===== src/rtl/wipe_pkg.sv =====
package wipe_pkg;

  typedef enum logic [7:0] {
    CODE_ZERO   = 8'h00,
    CODE_ERASE  = 8'h20,
    CODE_PROG   = 8'h40,
    CODE_VERIFY = 8'hA0,
    CODE_RESET  = 8'hFF
  } busCode_e;

  // strobes from control to datapath
  typedef struct packed {
    logic     startWr;
    logic     startRd;
    busCode_e code;
    logic     addrClr;
    logic     addrInc;
    logic     waitLoad;
    logic     triesClr;
    logic     triesInc;
  } wipeCtl_t;

  // status from datapath to control
  typedef struct packed {
    logic busDone;
    logic waitDone;
    logic lastAddr;
    logic byteOk;
    logic triesMax;
  } wipeSts_t;

endpackage


===== src/rtl/wipe_datapath.sv =====
module wipe_datapath
  import wipe_pkg::*;
#(
  parameter int DEPTH      = 8,
  parameter int ADDR_W     = 3,
  parameter int ERASE_WAIT = 20,
  parameter int MAX_TRIES  = 3,
  parameter int TRY_W      = 2,
  parameter int BUS_CYC    = 2
) (
  input  logic              clk,
  input  logic              rst,
  input  wipeCtl_t          ctl,
  output wipeSts_t          sts,
  output logic [ADDR_W-1:0] memAddr,
  output logic [7:0]        memWdata,
  input  logic [7:0]        memRdata,
  output logic              memWe,
  output logic              memRe,
  output logic [TRY_W-1:0]  triesCnt
);

  localparam int WAIT_W = $clog2(ERASE_WAIT + 1);
  localparam int BC_W   = $clog2(BUS_CYC + 1);

  typedef enum logic [1:0] {PH_IDLE, PH_ACT, PH_GAP} phase_e;

  phase_e            phase;
  logic [BC_W-1:0]   busCnt;
  logic [7:0]        rdReg;
  logic [ADDR_W-1:0] addrCnt;
  logic [WAIT_W-1:0] waitCnt;

  // bus access engine: BUS_CYC strobe clocks, then one idle clock
  always_ff @(posedge clk) begin
    if (rst) begin
      phase    <= PH_IDLE;
      memWe    <= 1'b0;
      memRe    <= 1'b0;
      memWdata <= 8'h00;
      busCnt   <= '0;
      rdReg    <= 8'h00;
    end else begin
      case (phase)
        PH_ACT: begin
          if (busCnt == BC_W'(BUS_CYC - 1)) begin
            memWe <= 1'b0;
            memRe <= 1'b0;
            phase <= PH_GAP;
            if (memRe) rdReg <= memRdata;
          end else begin
            busCnt <= busCnt + BC_W'(1);
          end
        end
        default: begin
          if (ctl.startWr) begin
            memWe    <= 1'b1;
            memWdata <= ctl.code;
            busCnt   <= '0;
            phase    <= PH_ACT;
          end else if (ctl.startRd) begin
            memRe  <= 1'b1;
            busCnt <= '0;
            phase  <= PH_ACT;
          end else begin
            phase <= PH_IDLE;
          end
        end
      endcase
    end
  end

  // address, wait and retry counters
  always_ff @(posedge clk) begin
    if (rst) begin
      addrCnt  <= '0;
      waitCnt  <= '0;
      triesCnt <= '0;
    end else begin
      if (ctl.addrClr)      addrCnt <= '0;
      else if (ctl.addrInc) addrCnt <= addrCnt + ADDR_W'(1);

      if (ctl.waitLoad)      waitCnt <= WAIT_W'(ERASE_WAIT - 1);
      else if (waitCnt != 0) waitCnt <= waitCnt - WAIT_W'(1);

      if (ctl.triesClr)      triesCnt <= '0;
      else if (ctl.triesInc) triesCnt <= triesCnt + TRY_W'(1);
    end
  end

  assign memAddr      = addrCnt;
  assign sts.busDone  = (phase == PH_GAP);
  assign sts.waitDone = (waitCnt == '0);
  assign sts.lastAddr = (addrCnt == ADDR_W'(DEPTH - 1));
  assign sts.byteOk   = (rdReg == 8'hFF);
  assign sts.triesMax = (triesCnt == TRY_W'(MAX_TRIES));

  AST_ONE_STROBE: assert property (@(posedge clk) disable iff (rst)
    !(memWe && memRe));
  AST_STROBE_END: assert property (@(posedge clk) disable iff (rst)
    ((memWe || memRe) && busCnt == BC_W'(BUS_CYC - 1)) |=> !(memWe || memRe));
  AST_ADDR_STABLE: assert property (@(posedge clk) disable iff (rst)
    (memWe || memRe) |=> (!(memWe || memRe) || $stable(memAddr)));
  AST_WAIT_QUIET: assert property (@(posedge clk) disable iff (rst)
    (waitCnt != '0) |-> (!memWe && !memRe));
  AST_TRIES_CAP: assert property (@(posedge clk) disable iff (rst)
    triesCnt <= TRY_W'(MAX_TRIES));

endmodule


===== src/rtl/wipe_control.sv =====
module wipe_control
  import wipe_pkg::*;
(
  input  logic     clk,
  input  logic     rst,
  input  logic     start,
  input  wipeSts_t sts,
  output wipeCtl_t ctl,
  output logic     done,
  output logic     fail
);

  typedef enum logic [3:0] {
    ST_IDLE, ST_PG_CMD, ST_PG_DATA, ST_ER_SETUP, ST_ER_GO,
    ST_ER_WAIT, ST_VF_CMD, ST_VF_READ, ST_END_CMD
  } state_e;

  state_e state, nextState;
  logic   failPend, setPass, setFail, accept;

  always_comb begin
    ctl       = '0;
    nextState = state;
    setPass   = 1'b0;
    setFail   = 1'b0;
    accept    = 1'b0;
    case (state)
      ST_IDLE: if (start) begin
        accept       = 1'b1;
        ctl.addrClr  = 1'b1;
        ctl.triesClr = 1'b1;
        ctl.startWr  = 1'b1;
        ctl.code     = CODE_PROG;
        nextState    = ST_PG_CMD;
      end
      ST_PG_CMD: if (sts.busDone) begin
        ctl.startWr = 1'b1;
        ctl.code    = CODE_ZERO;
        nextState   = ST_PG_DATA;
      end
      ST_PG_DATA: if (sts.busDone) begin
        ctl.startWr = 1'b1;
        if (sts.lastAddr) begin
          ctl.addrClr = 1'b1;
          ctl.code    = CODE_ERASE;
          nextState   = ST_ER_SETUP;
        end else begin
          ctl.addrInc = 1'b1;
          ctl.code    = CODE_PROG;
          nextState   = ST_PG_CMD;
        end
      end
      ST_ER_SETUP: if (sts.busDone) begin
        ctl.startWr  = 1'b1;
        ctl.code     = CODE_ERASE;
        ctl.triesInc = 1'b1;
        nextState    = ST_ER_GO;
      end
      ST_ER_GO: if (sts.busDone) begin
        ctl.waitLoad = 1'b1;
        nextState    = ST_ER_WAIT;
      end
      ST_ER_WAIT: if (sts.waitDone) begin
        ctl.startWr = 1'b1;
        ctl.code    = CODE_VERIFY;
        nextState   = ST_VF_CMD;
      end
      ST_VF_CMD: if (sts.busDone) begin
        ctl.startRd = 1'b1;
        nextState   = ST_VF_READ;
      end
      ST_VF_READ: if (sts.busDone) begin
        ctl.startWr = 1'b1;
        if (sts.byteOk && sts.lastAddr) begin
          ctl.code  = CODE_RESET;
          setPass   = 1'b1;
          nextState = ST_END_CMD;
        end else if (sts.byteOk) begin
          ctl.addrInc = 1'b1;
          ctl.code    = CODE_VERIFY;
          nextState   = ST_VF_CMD;
        end else if (sts.triesMax) begin
          ctl.code  = CODE_RESET;
          setFail   = 1'b1;
          nextState = ST_END_CMD;
        end else begin
          ctl.code  = CODE_ERASE;
          nextState = ST_ER_SETUP;
        end
      end
      ST_END_CMD: if (sts.busDone) nextState = ST_IDLE;
      default: nextState = ST_IDLE;
    endcase
  end

  always_ff @(posedge clk) begin
    if (rst) begin
      state    <= ST_IDLE;
      failPend <= 1'b0;
      done     <= 1'b0;
      fail     <= 1'b0;
    end else begin
      state <= nextState;
      if (setPass)      failPend <= 1'b0;
      else if (setFail) failPend <= 1'b1;
      if (accept) begin
        done <= 1'b0;
        fail <= 1'b0;
      end else if (state == ST_END_CMD && sts.busDone) begin
        done <= !failPend;
        fail <= failPend;
      end
    end
  end

  AST_RESULT_EXCL: assert property (@(posedge clk) disable iff (rst)
    !(done && fail));
  AST_RESULT_HOLD: assert property (@(posedge clk) disable iff (rst)
    ((done || fail) && !start) |=> ($stable(done) && $stable(fail)));
  AST_QUIET_RUN: assert property (@(posedge clk) disable iff (rst)
    (state != ST_IDLE) |-> (!done && !fail));

endmodule


===== src/rtl/flash_wipe_ctrl.sv =====
module flash_wipe_ctrl
  import wipe_pkg::*;
#(
  parameter int DEPTH      = 8,
  parameter int ERASE_WAIT = 20,
  parameter int MAX_TRIES  = 3,
  parameter int BUS_CYC    = 2,
  localparam int ADDR_W    = (DEPTH > 1) ? $clog2(DEPTH) : 1,
  localparam int TRY_W     = $clog2(MAX_TRIES + 1)
) (
  input  logic              clk,
  input  logic              rst,
  input  logic              start,
  output logic [ADDR_W-1:0] memAddr,
  output logic [7:0]        memWdata,
  input  logic [7:0]        memRdata,
  output logic              memWe,
  output logic              memRe,
  output logic              done,
  output logic              fail,
  output logic [TRY_W-1:0]  eraseCount
);

  wipeCtl_t ctl;
  wipeSts_t sts;

  wipe_control u_control (
    .clk   (clk),
    .rst   (rst),
    .start (start),
    .sts   (sts),
    .ctl   (ctl),
    .done  (done),
    .fail  (fail)
  );

  wipe_datapath #(
    .DEPTH      (DEPTH),
    .ADDR_W     (ADDR_W),
    .ERASE_WAIT (ERASE_WAIT),
    .MAX_TRIES  (MAX_TRIES),
    .TRY_W      (TRY_W),
    .BUS_CYC    (BUS_CYC)
  ) u_datapath (
    .clk      (clk),
    .rst      (rst),
    .ctl      (ctl),
    .sts      (sts),
    .memAddr  (memAddr),
    .memWdata (memWdata),
    .memRdata (memRdata),
    .memWe    (memWe),
    .memRe    (memRe),
    .triesCnt (eraseCount)
  );

endmodule


===== config.mk =====
export PLATFORM = sky130hd
export DESIGN_NAME = flash_wipe_ctrl
export DESIGN_NICKNAME = d
export VERILOG_FILES = /design/src/rtl/wipe_pkg.sv /design/src/rtl/wipe_datapath.sv /design/src/rtl/wipe_control.sv /design/src/rtl/flash_wipe_ctrl.sv
export SDC_FILE = /design/constraint.sdc
export NUM_CORES = 1
export LEC_CHECK = 0
export BUFFER_PORTS_ARGS = -buffer_cell sky130_fd_sc_hd__buf_2
export CORE_MARGIN = 2
export CORE_UTILIZATION = 45
export DETAILED_ROUTE_END_ITERATION = 8
export PLACE_DENSITY_LB_ADDON = 0.12
export SLEW_MARGIN = 40
export SYNTH_ARGS = -nofsm -noshare
export SYNTH_HDL_FRONTEND = slang
export SYNTH_SLANG_ARGS = --single-unit

===== constraint.sdc =====
create_clock -name clk -period 4.4 [get_ports clk]
set_clock_uncertainty 0.1 [all_clocks]
set_input_delay 0.22 -clock clk [delete_from_list [all_inputs] [get_ports clk]]
set_output_delay 0.22 -clock clk [all_outputs]
set_load 0.03 [all_outputs]

# Word level (Yosys, flattened, before mapping)
# Cells that the tools add are included.
dict set report totals {
  word_cells 129
  inputBits 11
  ff_bits 39
}
dict set report classes {
  muxes 63
  reduce_logical 21
  addsub 4
  n_eq_ne 26
  n_bitwise 1
}
# op count
set op_table {}
lappend op_table {{$mux 4} 12}
lappend op_table {{$mux 8} 6}
lappend op_table {{$pmux 8 s5} 1}
lappend op_table {{$pmux 4 s9} 1}
lappend op_table {{$mux 1} 27}
lappend op_table {{$ne 2x1->1 const B} 9}
lappend op_table {{$eq 4x3->1 const B} 4}
lappend op_table {{$mux 2} 8}
lappend op_table {{$mux 10} 1}
lappend op_table {{$mux 5} 2}
lappend op_table {{$reduce_and 9->1} 1}
lappend op_table {{$eq 4x2->1 const B} 2}
lappend op_table {{$eq 8x8->1 const B} 1}
lappend op_table {{$reduce_or 2->1} 4}
lappend op_table {{$mux 7} 1}
lappend op_table {{$mux 6} 1}
lappend op_table {{$ne 2x2->1 const B} 3}
lappend op_table {{$reduce_and 2->1} 3}
lappend op_table {{$reduce_and 3->1} 2}
lappend op_table {{$reduce_bool 2->1} 3}
lappend op_table {{$logic_not 5->1} 1}
lappend op_table {{$reduce_bool 5->1} 1}
lappend op_table {{$sub 5x1->5 const B} 1}
lappend op_table {{$add 2x1->2 const B} 2}
lappend op_table {{14 further kinds} 18}

# Longest topological paths before layout
dict set report logic_depth {
  word_depth 6
  ltp_mapped 7
  mapped_depth_nobuf 7
}

# Hierarchy
# Synthesis repeated with hierarchy kept, for this count alone.
dict set report hier_totals {
  hier_cells 227
  hier_area_um2 1965.6
}
# module area_each_um2 cells_each instances seq_area_each_um2
set by_module_without_submodules {}
lappend by_module_without_submodules {wipe_datapath 1287.5 141 1 640.6}
lappend by_module_without_submodules {wipe_control 678.2 86 1 140.1}

# Worst setup path before layout
# OpenSTA, ideal clock, no wires.
dict set report synth_timing {
  path_type {reg-to-reg}
  start {register u_datapath.waitCnt[0]}
  end {register u_datapath.memWdata[6]}
  arrival_ns 1.819
  stages_incl_launch_ff 8
  n_path_buf 0
  synth_period_minus_slack_ns 1.993
  setup_time_ns 0.073
  setup_slack_ns 2.407
  required_time_ns 4.227
  path_cell_list {dfxtp_1 -> inv_1 -> ha_1 -> nor4b_4 -> nor4bb_1 -> a211o_1 -> or3_4 -> o211ai_2}
}
dict set report synth_between {
  elab_chain_cells 4
}
# element line_no
set synth_rtl {}
lappend synth_rtl {{start: declaration} wipe_datapath.sv:32} ;# logic [WAIT_W-1:0] waitCnt;
lappend synth_rtl {{start signal: assignment} wipe_datapath.sv:83} ;# if (ctl.waitLoad) waitCnt <= WAIT_W'(ERASE_WAIT - 1);
lappend synth_rtl {{start signal: assignment} wipe_datapath.sv:84} ;# else if (waitCnt != 0) waitCnt <= waitCnt - WAIT_W'(1);
lappend synth_rtl {{$logic_not 5->1} wipe_datapath.sv:93} ;# assign sts.waitDone = (waitCnt == '0);
lappend synth_rtl {{$mux 1} wipe_control.sv:63} ;# ST_ER_WAIT: if (sts.waitDone) begin
lappend synth_rtl {{$pmux 1 s3} wipe_control.sv:27} ;# case (state)
lappend synth_rtl {{$reduce_and 2->1 (no line)} --}
lappend synth_rtl {{end signal: assignment} wipe_datapath.sv:58} ;# memWdata <= ctl.code;
lappend synth_rtl {{end: declaration} wipe_datapath.sv:16} ;# output logic [7:0] memWdata,
# Every way passes these cells.
# A chain may end at the register's enable or synchronous reset.

# Worst setup path after layout
# Ends and elaborated chain as after synthesis.

==> impl_metrics.env <==
export IMPL_design_final_nets=244
export IMPL_critical_path_max_fanout=7
export IMPL_max_cap_viol_count=0
export IMPL_startpoint_type="flip-flop"
export IMPL_number_of_buffers_created_by_cts=5
export IMPL_crit_path_cell_trace="inv_1 -> ha_1 -> nor4b_4 -> nor4bb_1 -> a211o_1 -> or3_4 -> o211ai_2"
export IMPL_drc_errors=0
export IMPL_final_antenna_net_count=0
export IMPL_yosysSeqAreaShare=0.403
export IMPL_drt_first_pass_iters=4
export IMPL_cp_top_family="simple AND/OR/NAND/NOR gates"
export IMPL_h_tree_depth=2
export IMPL_postRouteWirelength_um=3650
export IMPL_critical_path_buf_inv_count=1
export IMPL_ys_flop_type="sky130_fd_sc_hd__dfxtp_1"
export IMPL_critPathArrivalTime_ps=2330
export IMPL_worst_hold_launch="memRdata[4]"
export IMPL_layout_area_overhead_vs_synth_pct=15.3
export IMPL_setup_worst_path_end_class="flip-flop"
export IMPL_antennaDiodeCount=0
export IMPL_synth_cell_area_um2=1740
export IMPL_clock_root_buffer="sky130_fd_sc_hd__clkbuf_8"
export IMPL_yosys_warnings=0
export IMPL_timing_final_crit_share=0.502
export IMPL_timing_worst_slew_pin_value_ps=538
export IMPL_status="completed"
export IMPL_synthMostInstantiatedCell="sky130_fd_sc_hd__dfxtp_1"
export IMPL_clock_tree_buffer_depth=2
export IMPL_timing_critical_path_slowest_stage_cell="sky130_fd_sc_hd__or3_4"
export IMPL_grt_start_max_net_pins=32
export IMPL_clock_tree_from_tritoncts="done"
export IMPL_worst_slack_ps=2190
export IMPL_clock_sinks=35
export IMPL_yosys_top_cells_count="sky130_fd_sc_hd__dfxtp_1, sky130_fd_sc_hd__nand2_1, sky130_fd_sc_hd__a21oi_1"
export IMPL_die_y_um=66.1
export IMPL_grt_pass1_wl_um=6180
export IMPL_hold_buffers=0
export IMPL_final_cell_area_um2=2000
export IMPL_synth_edf_count=0
export IMPL_coreArea_um2=3690
export IMPL_rsz0062_at_grt="no"
export IMPL_hold_violations=0
export IMPL_period_minus_ws_final_ps=2210
export IMPL_worstPathRequired_ps=4520
export IMPL_floorplan_io_pins=28
export IMPL_drt_first_iter_violations=69
export IMPL_fmax_ghz=0.452
export IMPL_route_vias_total=1503
export IMPL_final_setup_tns_ps=0
export IMPL_grt_usage=0.188
export IMPL_antenna_violations_before_repair=0
export IMPL_ctsResizeCount=0
export IMPL_final_setup_viol_count=0
export IMPL_hold_crit_path_type="input port to flip-flop"
export IMPL_syn_inst=205
export IMPL_max_stage_delay_ps=450
export IMPL_floorplan_initialDensity=0.471
export IMPL_avgViaCountPerCell=5.45
export IMPL_reg2reg_from="u_datapath.waitCnt[0]$_SDFFE_PP0P_"
export IMPL_placedInstanceArea_um2=1870
export IMPL_die_area_um2=4370
export IMPL_vias_in_the_first_global_route=1343
export IMPL_worst_ir_drop_on_vdd_mv=0.379
export IMPL_setup_worst_path_class="flip-flop to flip-flop"
export IMPL_pre_cts_slack_ps=2190
export IMPL_p_per_area_nw_per_um2=547
export IMPL_yosysUniqueCellTypes=44
export IMPL_leakage_nw=0.832
export IMPL_postSynthNetCount=222
export IMPL_post_route_cells_drive_above_1_share=0.184
export IMPL_postSynthRegisterBits=35
export IMPL_overflow=0
export IMPL_detailedPlacementHpwl_um=2660
export IMPL_globalplace_congestion=0.846
export IMPL_yosysTopAreaCellShare=0.403
export IMPL_synthesis_area_per_instance_um2=8.47
export IMPL_worst_setup_hold_path_clk_slew_ps=70
export IMPL_synthArstFlopShare=0
export IMPL_synthTopCellsByArea="sky130_fd_sc_hd__dfxtp_1, sky130_fd_sc_hd__a21oi_1, sky130_fd_sc_hd__nand2_1"
export IMPL_relSlewSlack=0.641
export IMPL_wl_per_cell_um=13.2
export IMPL_synth_largest_area_cell="sky130_fd_sc_hd__dfxtp_1"
export IMPL_die_w_um=66.1
export IMPL_post_cts_buffers=0
export IMPL_crit_path_start="u_datapath.waitCnt[0]$_SDFFE_PP0P_"
export IMPL_slew_viol_final=0
export IMPL_p_total_mw=1.10
export IMPL_place_port_buffers=27
export IMPL_finalCoreUtilization=0.543
export IMPL_clock_latency_ps=290
export IMPL_placementRows=22
[logic make-up after synthesis]
kind of cell,count (synthesis),synth area share
mux,7,0.0411
simple gates,89,0.272
fa+ha+maj,6,0.0432
xor+xnor,5,0.0252
compound gates,45,0.164
flops,35,0.403
buf+inv,18,0.0504
[metal layers]
metal,up-vias,part of all wire,GRT usage
met4,0,0.017,0.0765
met2,36,0.46,0.296
met1,698,0.47,0.238
met3,6,0.051,0.0562
met5,-,0,0
li1,763,-,-
[registers in the layout, indices dropped and copies added (netlist names), 2 cells and up]
name and count:
u_datapath.rdReg 8, u_datapath.waitCnt 5, u_control.state 4, u_datapath.memWdata 4, u_datapath.memAddr 3, u_datapath.busCnt 2, u_datapath.phase 2, u_datapath.triesCnt 2
[worst min-delay path, delay by kind of cell]
kind | cells | cell delay, ps
buffers and inverters | 1 | 90
AOI/OAI and AO/OA | 1 | 50
and+or+nand+nor | 1 | 40
[per-stage QoR]
step / cells / hold slack [ps]
finish: 276 / 62.7
global route: 276 / 58.1
CTS: 276 / 53.4
detailed placement: 268 / 344
global placement: 268 / 342
floorplan: 205 / 256
[path summary, 6_finish.rpt]
kind                                         endpoint  slack [ps]  cells after the start
hold / removal       u_datapath.rdReg[4]$_SDFFE_PP0P_          60                      3
setup reg to reg  u_datapath.memWdata[6]$_SDFFE_PP0P_        2190                      7
hold reg to reg         u_datapath.memWe$_SDFFE_PP0P_         350                      2
setup / recovery  u_datapath.memWdata[6]$_SDFFE_PP0P_        2190                      7
[power breakdown]
| group | switching (mW) | internal [mW] | total [mW] |
|---|---|---|---|
| sequential | 0.0630 | 0.361 | 0.424 |
| clock | 0.117 | 0.226 | 0.343 |
| combinational | 0.173 | 0.156 | 0.329 |
| total | 0.353 | 0.744 | 1.10 |
[cells in the final DEF (no fill, tap or decap), types with 2 or more instances in the layout]
cell type                   count
sky130_fd_sc_hd__a211o_1        2
sky130_fd_sc_hd__a21oi_1       24
sky130_fd_sc_hd__a221oi_1       2
sky130_fd_sc_hd__a31o_2         2
sky130_fd_sc_hd__and3_1         5
sky130_fd_sc_hd__buf_2         27
sky130_fd_sc_hd__bufinv_16      2
sky130_fd_sc_hd__clkbuf_8       5
sky130_fd_sc_hd__dfxtp_1       35
sky130_fd_sc_hd__ha_1           6
sky130_fd_sc_hd__inv_1          6
sky130_fd_sc_hd__mux2i_1        6
sky130_fd_sc_hd__nand2_1       29
sky130_fd_sc_hd__nand2b_1       3
sky130_fd_sc_hd__nand3_1        3
sky130_fd_sc_hd__nand4_1        3
sky130_fd_sc_hd__nand4b_1       4
sky130_fd_sc_hd__nor2_1        21
sky130_fd_sc_hd__nor2b_1        5
sky130_fd_sc_hd__nor3_1         4
sky130_fd_sc_hd__nor4_1         2
sky130_fd_sc_hd__o21ai_0        4
sky130_fd_sc_hd__o21bai_1       2
sky130_fd_sc_hd__or3_1          2
sky130_fd_sc_hd__xnor2_1        3
sky130_fd_sc_hd__xor2_1         2
[area by class of cell]
class	instances	area (µm²)
inverter	6	22.5
multi-input combinational	152	948
timing repair buffer	27	135
clock inverter	3	67.6
clock buffer	5	68.8
tap	48	60.1
sequential	35	701
fill	362	1690
Note: power is estimated with default switching activity, not from simulation.
